--- src/rtl/pmf_pkg.sv ---
package pmf_pkg;

    localparam int COEF_W = 16;

    // Computed coefficient table: branch b, tap t
    function automatic logic signed [COEF_W-1:0] pmf_coef(input int unsigned br, input int unsigned tap);
        int unsigned raw;
        logic signed [31:0] v;
        raw = (br * 32'd53 + tap * 32'd29 + 32'd7) % 32'd509;
        v   = $signed(raw * 32'd64) - 32'sd16256;
        return v[COEF_W-1:0];
    endfunction

endpackage

--- src/rtl/pmf_sequencer.sv ---
module pmf_sequencer #(
    parameter int N_TAPS   = 80,
    parameter int N_BRANCH = 12,
    localparam int TW = $clog2(N_TAPS),
    localparam int BW = $clog2(N_BRANCH)
) (
    input  logic          clk,
    input  logic          rst,
    input  logic          en,
    input  logic [BW-1:0] start_br,
    output logic [TW-1:0] tap_q,
    output logic [BW-1:0] br_q,
    output logic          frame_end
);

    typedef struct packed {
        logic [TW-1:0] tap;
        logic [BW-1:0] br;
    } seq_t;

    seq_t s_d, s_q;
    logic          last_tap;
    logic [BW-1:0] start_cl;

    always_comb begin
        last_tap  = (s_q.tap == TW'(N_TAPS - 1));
        frame_end = last_tap && (s_q.br == BW'(N_BRANCH - 1));
        start_cl  = (start_br > BW'(N_BRANCH - 1)) ? BW'(N_BRANCH - 1) : start_br;
        s_d = s_q;
        if (en) begin
            if (last_tap) begin
                s_d.tap = '0;
                s_d.br  = frame_end ? start_cl : s_q.br + BW'(1);
            end else begin
                s_d.tap = s_q.tap + TW'(1);
            end
        end
    end

    always_ff @(posedge clk) begin
        if (rst) s_q <= '0;
        else     s_q <= s_d;
    end

    assign tap_q = s_q.tap;
    assign br_q  = s_q.br;

endmodule

--- src/rtl/pmf_delay_line.sv ---
module pmf_delay_line #(
    parameter int N_TAPS = 80,
    parameter int DW     = 16,
    localparam int TW = $clog2(N_TAPS)
) (
    input  logic          clk,
    input  logic          rst,
    input  logic          shift,
    input  logic [DW-1:0] in_data,
    input  logic          in_stb,
    input  logic [TW-1:0] sel,
    output logic [DW-1:0] tap_data
);

    typedef struct packed {
        logic [N_TAPS-1:0][DW-1:0] line;
        logic                      pend;
        logic [DW-1:0]             pend_data;
    } dl_t;

    dl_t d, q;

    always_comb begin
        d = q;
        if (shift && (q.pend || in_stb)) begin
            d.line[0] = q.pend ? q.pend_data : in_data;
            for (int k = 1; k < N_TAPS; k++) begin
                d.line[k] = q.line[k-1];
            end
        end
        if (shift) begin
            if (q.pend) begin
                d.pend = in_stb;
                if (in_stb) d.pend_data = in_data;
            end
        end else if (in_stb) begin
            d.pend      = 1'b1;
            d.pend_data = in_data;
        end
        tap_data = q.line[sel];
    end

    always_ff @(posedge clk) begin
        if (rst) q <= '0;
        else     q <= d;
    end

endmodule

--- src/rtl/pmf_coef_rom.sv ---
module pmf_coef_rom #(
    parameter int N_TAPS   = 80,
    parameter int N_BRANCH = 12,
    localparam int TW = $clog2(N_TAPS),
    localparam int BW = $clog2(N_BRANCH),
    localparam int CW = pmf_pkg::COEF_W
) (
    input  logic [TW-1:0] tap,
    input  logic [BW-1:0] br,
    output logic [CW-1:0] coef
);

    always_comb begin
        coef = pmf_pkg::pmf_coef(32'(br), 32'(tap));
    end

endmodule

--- src/rtl/pmf_mac_pipe.sv ---
module pmf_mac_pipe #(
    parameter int AW    = 16,
    parameter int CW    = 16,
    parameter int ACC_W = 40,
    localparam int PW = AW + CW
) (
    input  logic             clk,
    input  logic             rst,
    input  logic             en,
    input  logic             issue_last,
    input  logic [AW-1:0]    op_a,
    input  logic [CW-1:0]    op_b,
    output logic [ACC_W-1:0] y,
    output logic             y_vld
);

    typedef struct packed {
        logic [AW-1:0]    a;
        logic [CW-1:0]    b;
        logic             l1;
        logic [PW-1:0]    p;
        logic             l2;
        logic [ACC_W-1:0] acc;
        logic [ACC_W-1:0] y;
        logic             vld;
    } mac_t;

    mac_t d, q;
    logic signed [PW-1:0]    prod;
    logic        [ACC_W-1:0] sum;

    always_comb begin
        prod  = $signed(q.a) * $signed(q.b);
        sum   = q.acc + {{(ACC_W-PW){q.p[PW-1]}}, q.p};
        d     = q;
        d.vld = 1'b0;
        if (en) begin
            d.a  = op_a;
            d.b  = op_b;
            d.l1 = issue_last;
            d.p  = prod;
            d.l2 = q.l1;
            if (q.l2) begin
                d.y   = sum;
                d.vld = 1'b1;
                d.acc = '0;
            end else begin
                d.acc = sum;
            end
        end
    end

    always_ff @(posedge clk) begin
        if (rst) q <= '0;
        else     q <= d;
    end

    assign y     = q.y;
    assign y_vld = q.vld;

endmodule

--- src/rtl/poly_mac_fir.sv ---
module poly_mac_fir #(
    parameter int N_TAPS   = 80,
    parameter int N_BRANCH = 12,
    parameter int DW       = 16,
    parameter int ACC_W    = 40,
    localparam int TW = $clog2(N_TAPS),
    localparam int BW = $clog2(N_BRANCH),
    localparam int CW = pmf_pkg::COEF_W
) (
    input  logic             clk,
    input  logic             rst,
    input  logic             en,
    input  logic [DW-1:0]    smp_in,
    input  logic             smp_stb,
    input  logic [BW-1:0]    start_br,
    output logic [ACC_W-1:0] y_out,
    output logic             y_valid
);

    logic [TW-1:0] tap_idx;
    logic [BW-1:0] br_idx;
    logic          frame_end;
    logic [DW-1:0] tap_data;
    logic [CW-1:0] coef;

    pmf_sequencer #(.N_TAPS(N_TAPS), .N_BRANCH(N_BRANCH)) u_seq (
        .clk(clk), .rst(rst), .en(en), .start_br(start_br),
        .tap_q(tap_idx), .br_q(br_idx), .frame_end(frame_end)
    );

    pmf_delay_line #(.N_TAPS(N_TAPS), .DW(DW)) u_dl (
        .clk(clk), .rst(rst), .shift(en && frame_end),
        .in_data(smp_in), .in_stb(smp_stb), .sel(tap_idx), .tap_data(tap_data)
    );

    pmf_coef_rom #(.N_TAPS(N_TAPS), .N_BRANCH(N_BRANCH)) u_rom (
        .tap(tap_idx), .br(br_idx), .coef(coef)
    );

    pmf_mac_pipe #(.AW(DW), .CW(CW), .ACC_W(ACC_W)) u_mac (
        .clk(clk), .rst(rst), .en(en), .issue_last(frame_end),
        .op_a(tap_data), .op_b(coef), .y(y_out), .y_vld(y_valid)
    );

endmodule

--- config.mk ---
export PLATFORM = sky130hd
export DESIGN_NAME = poly_mac_fir
export DESIGN_NICKNAME = d
export VERILOG_FILES = /design/src/rtl/pmf_pkg.sv /design/src/rtl/pmf_sequencer.sv /design/src/rtl/pmf_delay_line.sv /design/src/rtl/pmf_coef_rom.sv /design/src/rtl/pmf_mac_pipe.sv /design/src/rtl/poly_mac_fir.sv
export SDC_FILE = /design/constraint.sdc
export NUM_CORES = 2
export LEC_CHECK = 0
export CAP_MARGIN = 10
export CORE_MARGIN = 3
export CORE_UTILIZATION = 35
export CTS_CLUSTER_DIAMETER = 120
export DETAILED_ROUTE_END_ITERATION = 6
export PLACE_DENSITY = 0.47
export SLEW_MARGIN = 20
export SYNTH_ARGS = -nofsm -noshare
export SYNTH_HDL_FRONTEND = slang
export SYNTH_SLANG_ARGS = --single-unit
--- constraint.sdc ---
create_clock -name clk -period 27.5 [get_ports clk]
set_clock_uncertainty 0.05 [all_clocks]
set_input_delay 5.5 -clock clk [delete_from_list [all_inputs] [get_ports clk]]
set_output_delay 5.5 -clock clk [all_outputs]
set_load 0.01 [all_outputs]
-- Yosys cells after proc, flatten, opt, wreduce, memory -nomap -nowiden
Index checks and enable logic that the tools add are counted.
- bits in registers: 1455
- bits in latches: 0
- RAM bits: 0
- bits in read-only memories: 0
- bits of input ports: 24
- output and inout bits: 41
- logic and storage cells: 130
- memories: 0
- add/sub/neg operators: 6
- multiply operators: 3
- div/mod/pow operators: 1
- magnitude comparators: 2
- equal/unequal tests: 4
- shift operators: 0
- multiplexer cells: 12
- bitwise operators: 1
- reductions and logical operators: 9
- operators with widths (operator ; count):
    $bmux W16 S7 ; 1
    $mux W17 ; 3
    $mux W16 ; 3
    $add A40 B40 Y40 ; 1
    $mux W40 ; 1
    $add A32 B3 Y32 const B ; 1
    $mod A32 B9 Y32 const B ; 1
    $mul A16 B16 Y32 ; 1
    $sub A16 B15 Y16 const B ; 1
    $add A10 B12 Y13 ; 1
    $mul A7 B5 Y12 const B ; 1
    $mul A4 B6 Y10 const B ; 1
    $lt A7 B8 Y1 const B ; 1
    $mux W4 ; 2
    $add A7 B1 Y7 const B ; 1
    $eq A7 B7 Y1 const B ; 1
    $mux W7 ; 1
    $add A4 B1 Y4 const B ; 1
    $eq A4 B4 Y1 const B ; 1
    $gt A4 B4 Y1 const B ; 1
    $ne A2 B2 Y1 const B ; 2
    $reduce_and A2 Y1 ; 2
    $logic_and A1 B1 Y1 ; 3
    $reduce_and A3 Y1 ; 1
    5 further kinds ; 5

-- Logic depth before layout (Yosys ltp)
- word-level depth: 5
- gate-level depth with buffers: 51
- gate-level depth less buffers: 41

-- Hierarchy
From an unflattened synthesis, not the netlist that was laid out.
- cells, all modules: 9116
- area total of the unflattened synthesis: 77156.5 um^2
- modules (own cells, without submodules) (module ; instances ; cells each ; area an instance (um^2) ; seq. area each (um^2)):
    pmf_delay_line ; 1 ; 6431 ; 54541.1 ; 25964.9
    pmf_mac_pipe ; 1 ; 2035 ; 17656.9 ; 2942.8
    pmf_coef_rom ; 1 ; 580 ; 4335.4 ; 0.0
    pmf_sequencer ; 1 ; 69 ; 616.8 ; 220.2
    poly_mac_fir ; 1 ; 1 ; 6.3 ; 0.0

-- Worst setup path before layout
OpenSTA, ideal clock, no wires.
- path type: register to register
- from: register u_seq.s_q (netlist bit u_seq.tap_q[1])
- to: register u_mac.q[130] (netlist name)
- library setup time: 0.134 ns
- data arrival time: 12.025 ns
- required time: 27.316 ns
- path slack: 15.291 ns
- cell stages (with the launch flop): 49
- path buffers: 7
- clock period less this slack: 12.209 ns
- cells stage by stage: dfxtp_1 -> clkbuf_1 -> clkbuf_1 -> clkbuf_1 -> buf_1 -> clkbuf_1 -> inv_1 -> fa_1 -> inv_1 -> fa_1 -> inv_1 -> fa_1 -> fa_1 -> inv_1 -> ha_1 -> clkbuf_1 -> o21a_1 -> o21a_1 -> [13 not listed] -> inv_1 -> a21oi_1 -> o21ai_0 -> o31ai_2 -> nor2_2 -> xnor2_1 -> inv_1 -> ha_1 -> inv_1 -> nor2_1 -> nor4_1 -> nor2_1 -> a21boi_0 -> ha_1 -> inv_1 -> or4_4 -> and4_4 -> or4_1
- cells in the longest elaborated chain, start to end: 5
- ends and longest elaborated chain (element ; line ; RTL):
    start: declaration ; pmf_sequencer.sv:21 ; seq_t s_d, s_q;
    start signal: assignment ; pmf_sequencer.sv:41 ; if (rst) s_q <= '0;
    start signal: assignment ; pmf_sequencer.sv:42 ; else s_q <= s_d;
    $mul A7 B5 Y12 ; pmf_pkg.sv:9 ; raw = (br * 32'd53 + tap * 32'd29 + 32'd7) % 32'd509;
    $add A10 B12 Y13 ; pmf_pkg.sv:9 ;
    $add A32 B3 Y32 ; pmf_pkg.sv:9 ;
    $mod A32 B9 Y32 ; pmf_pkg.sv:9 ;
    $sub A16 B15 Y16 ; pmf_pkg.sv:10 ; v = $signed(raw * 32'd64) - 32'sd16256;
    end signal: assignment ; pmf_mac_pipe.sv:54 ; if (rst) q <= '0;
    end signal: assignment ; pmf_mac_pipe.sv:55 ; else q <= d;
    end: declaration ; pmf_mac_pipe.sv:28 ; mac_t d, q;
Every way passes these cells.
A chain may end at the register's enable or synchronous reset.

-- Worst setup path in the final report
- from: register u_seq.s_q (netlist bit u_seq.tap_q[3])
- to: register u_mac.q[130] (netlist name)
Same word-level chain as after synthesis.

==> impl_metrics.xml <==
<?xml version="1.0" encoding="UTF-8"?>
<metrics>
  <group name="timing">
    <metric name="fin_setup_tns" unit="ns">0</metric>
    <metric name="max_clock_freq" unit="GHz">0.0771</metric>
    <metric name="min_period_over_period" unit="%">47.2</metric>
    <metric name="rsz_0062_raised_after_global_routing" unit="">false</metric>
    <metric name="final_hold_viols" unit="">0</metric>
    <metric name="final_period_minus_worst_setup_slack" unit="ns">12.97</metric>
    <metric name="setup_viol" unit="">0</metric>
    <metric name="maxSlewHeadroom" unit="%">21.9</metric>
    <metric name="final-max-slew-violation-count" unit="">0</metric>
    <metric name="worst-slew-pin-transition" unit="ns">1.16</metric>
  </group>
  <group name="drt">
    <metric name="drtIter0Drc" unit="">4220</metric>
    <metric name="detailroute.via_count" unit="">53600</metric>
    <metric name="wirelength" unit="mm">171</metric>
    <metric name="detailedRoute.firstPassIterationCount" unit="">5</metric>
    <metric name="detail_route.wl_per_cell" unit="um">16.3</metric>
    <metric name="route.detailed.drc" unit="">0</metric>
    <metric name="viasPerCell" unit="">5.10</metric>
    <metric name="postRouteAntennaNets" unit="">0</metric>
  </group>
  <group name="synthesis">
    <metric name="ys.warnings.count" unit="">0</metric>
    <metric name="synthArstFlopShare" unit="%">0</metric>
    <metric name="synth_top_cells_by_count" unit="">nand2_1, dfxtp_1, a21oi_1, clkbuf_1, mux4_2</metric>
    <metric name="synth_area_leaders" unit="">dfxtp_1, nand2_1, mux4_2, a21oi_1, fa_1</metric>
    <metric name="synth_top_area_share" unit="%">40.9</metric>
    <metric name="synth_top_flop_cell" unit="">dfxtp_1</metric>
    <metric name="synth_most_common_cell" unit="">nand2_1</metric>
    <metric name="mappedNetlistArea" unit="mm^2">0.0700</metric>
    <metric name="synth_sequential_area_ratio" unit="%">40.9</metric>
    <metric name="post_synth.cell_area_avg" unit="um^2">8.66</metric>
    <metric name="synthesis.instances" unit="">8084</metric>
    <metric name="synth_top_cell_by_area" unit="">dfxtp_1</metric>
    <metric name="synth_cell_types" unit="">102</metric>
    <metric name="synth_enable_flop_cells" unit="">0</metric>
    <metric name="synth-seq-cells" unit="">1431</metric>
  </group>
  <group name="layout">
    <metric name="fin_nets" unit="">8083</metric>
    <metric name="syn_to_final_growth" unit="%">10.7</metric>
    <metric name="num-fill-cells" unit="">19800</metric>
    <metric name="drive_above_1_share" unit="%">10.4</metric>
    <metric name="post-route-util" unit="%">39.1</metric>
  </group>
  <group name="pwr">
    <metric name="irDropWorstVdd" unit="mV">0.0696</metric>
    <metric name="cellLeakagePower" unit="nW">26.1</metric>
    <metric name="clock_power_share" unit="%">46.5</metric>
    <metric name="fin_total_pwr" unit="mW">4.77</metric>
    <metric name="net-switching-power" unit="mW">1.19</metric>
    <metric name="p_comb_share" unit="%">9.1</metric>
    <metric name="sequentialPowerShare" unit="%">44.4</metric>
    <metric name="power_per_cell_area" unit="mW/mm^2">61.5</metric>
    <metric name="sw_frac_of_total" unit="%">25.0</metric>
    <metric name="cell_internal_pwr" unit="mW">3.58</metric>
  </group>
  <group name="cts">
    <metric name="clock_tree.htree_level_count" unit="">4</metric>
    <metric name="insertion_delay" unit="ns">0.79</metric>
    <metric name="cts.hold.buffers_added" unit="">0</metric>
    <metric name="cts.reportedPaths.clkPinSlew" unit="ns">0.06</metric>
    <metric name="clk_path_buf_depth" unit="">3</metric>
    <metric name="root_buffer" unit="">clkbuf_16</metric>
    <metric name="cts.repair_timing.setup_buffer_count" unit="">0</metric>
    <metric name="cts.repair.resized" unit="">0</metric>
    <metric name="clock-sinks" unit="">1431</metric>
    <metric name="cts_tree" unit="">built</metric>
    <metric name="tritoncts.num_buffers" unit="">161</metric>
  </group>
  <group name="floorplan">
    <metric name="die_height" unit="um">453</metric>
    <metric name="die_area" unit="mm^2">0.206</metric>
    <metric name="die_w" unit="um">453</metric>
    <metric name="start_util" unit="%">35.3</metric>
    <metric name="placeable_core_region" unit="mm^2">0.198</metric>
    <metric name="top_level_ports" unit="">65</metric>
    <metric name="std_cell_rows" unit="">163</metric>
  </group>
  <group name="setup_path">
    <metric name="timing.critical_path.slowest_stage_cell" unit="">a22oi_1</metric>
    <metric name="crit_type" unit="">register to register</metric>
    <metric name="worst_setup_path_end_kind" unit="">register</metric>
    <metric name="critical_path.most_common_cell" unit="">inv_1</metric>
    <metric name="startpoint_type_of_the_worst_setup_path" unit="">register</metric>
    <metric name="worst_ep_required_time" unit="ns">28.10</metric>
    <metric name="worst_path_largest_cell_delay" unit="ns">0.78</metric>
    <metric name="worst-path-max-fanout" unit="">61</metric>
    <metric name="worst-endpoint-arrival" unit="ns">13.57</metric>
  </group>
  <group name="placed_design">
    <metric name="placement.io_buffers" unit="">58</metric>
    <metric name="post-dp-hpwl" unit="mm">101</metric>
    <metric name="gpl.final_weighted_congestion" unit="">0.761</metric>
  </group>
  <group name="global_route">
    <metric name="first_global_vias" unit="">50900</metric>
    <metric name="grt_max_degree" unit="">217</metric>
    <metric name="grt_first_pass_wirelength" unit="mm">280</metric>
    <metric name="antenna_found_initial" unit="">2</metric>
    <metric name="grt_use_total" unit="%">16.4</metric>
    <metric name="grt-ovfl-total" unit="">0</metric>
  </group>
  <group name="worst_hold_path">
    <metric name="hold_class" unit="">register to register</metric>
  </group>
  <group name="run">
    <metric name="max-cap-violations" unit="">0</metric>
  </group>
  <group name="status">
    <metric name="status" unit="">finished clean</metric>
  </group>
</metrics>
-- cell type report --
cell class	instances	area [um^2]	area share, %
Antenna cell	2	5.00	0.00646
Clock buffer	244	4800	6.19
Clock inverter	52	734	0.947
Inverter	203	769	0.993
Multi-Input combinational cell	5806	38000	49.1
Sequential cell	1431	28700	37.0
Tap cell	2640	3300	4.26
Timing Repair Buffer	127	1210	1.57
-- cells in the final DEF (no fill, tap or decap), types with 44 or more instances in the layout --
master,instances
xnor2_1,86
fa_1,163
ha_1,166
a21oi_1,1408
nor2_1,194
and2_1,79
buf_4,61
clkbuf_8,44
dfxtp_1,1427
clkbuf_16,162
mux4_2,416
nand2_1,2765
inv_1,200
clkdlybuf4s50_1,56
-- power groups by stage --
| stage | registers, mW | logic, mW | clock network (mW) |
|---|---|---|---|
| after floorplan | 2.14 | 0.347 | 0 |
| after detailed placement | 2.17 | 0.438 | 0 |
| after global routing | 2.12 | 0.490 | 2.38 |
| after global placement | 2.17 | 0.438 | 0 |
| final | 2.12 | 0.432 | 2.22 |
| after CTS | 2.12 | 0.442 | 2.30 |
-- layer usage --
layer	vias to the layer above	routed length [um]	share of wire, %	GRT usage (%)
met1	26000	81400	48	23.1
met2	785	79700	47	26.3
li1	26600	-	-	-
met4	0	3440	2.0	4.03
met5	-	0	0	0
met3	208	6400	3.7	2.44
-- per-stage QoR --
stage | setup WS, ns | instances | cell area [um^2] | hold slack, ns
global route | 13.18 | 10500 | 77500 | 0.394
finish | 14.53 | 10500 | 77500 | 0.386
detailed placement | 14.37 | 10200 | 72000 | 0.393
CTS | 14.31 | 10500 | 77500 | 0.372
floorplan | 15.29 | 8089 | 70100 | 0.379
global placement | 14.51 | 10200 | 72000 | 0.387
-- critical path: cells and delay by family (launching register included) --
kind                     cells  cell delay (ns)
AND/OR/NAND/NOR             10             2.95
adder cells (fa/ha/maj)      8             3.21
buffers and inverters        8             1.25
XOR/XNOR                     2             0.52
AO/OA/AOI/OAI               13             4.48
flip-flops                   1             0.39
-- final timing paths --
path                                     from                   endpoint  slack [ns]  cells past startpoint
hold reg to reg     u_dl.q[1211]$_SDFFE_PP0P_  u_dl.q[1227]$_SDFFE_PP0P_        0.39                      2
setup / recovery  u_seq.tap_q[3]$_SDFFE_PP0P_  u_mac.q[130]$_SDFFE_PP0P_       14.53                     41
hold / removal      u_dl.q[1211]$_SDFFE_PP0P_  u_dl.q[1227]$_SDFFE_PP0P_        0.39                      2
setup reg to reg  u_seq.tap_q[3]$_SDFFE_PP0P_  u_mac.q[130]$_SDFFE_PP0P_       14.53                     41
-- logic make-up (layout without fill, tap and decap cells) --
group                    after synthesis  after routing  share of synthesized area (%)
AND/OR/NAND/NOR                     3241           3241                           18.4
AO/OA/AOI/OAI                       1681           1681                           13.1
buffers and inverters                852            626                           4.85
flip-flops                          1431           1431                           40.9
XOR/XNOR                             102            102                           1.29
adder cells (fa/ha/maj)              329            329                           7.62
other                                  1              8                        0.00535
multiplexers                         447            447                           13.8
-- sequential cells by signal (all words and copies together) (netlist names) --
| name | cells |
|---|---|
| u_mac.q | 88 |
| u_dl.q | 1297 |
| u_mac.y | 34 |
| u_seq.tap_q | 7 |
| u_mac.y_vld | 1 |
| u_seq.br_q | 4 |
No activity file was read; power rests on OpenSTA's default activity.
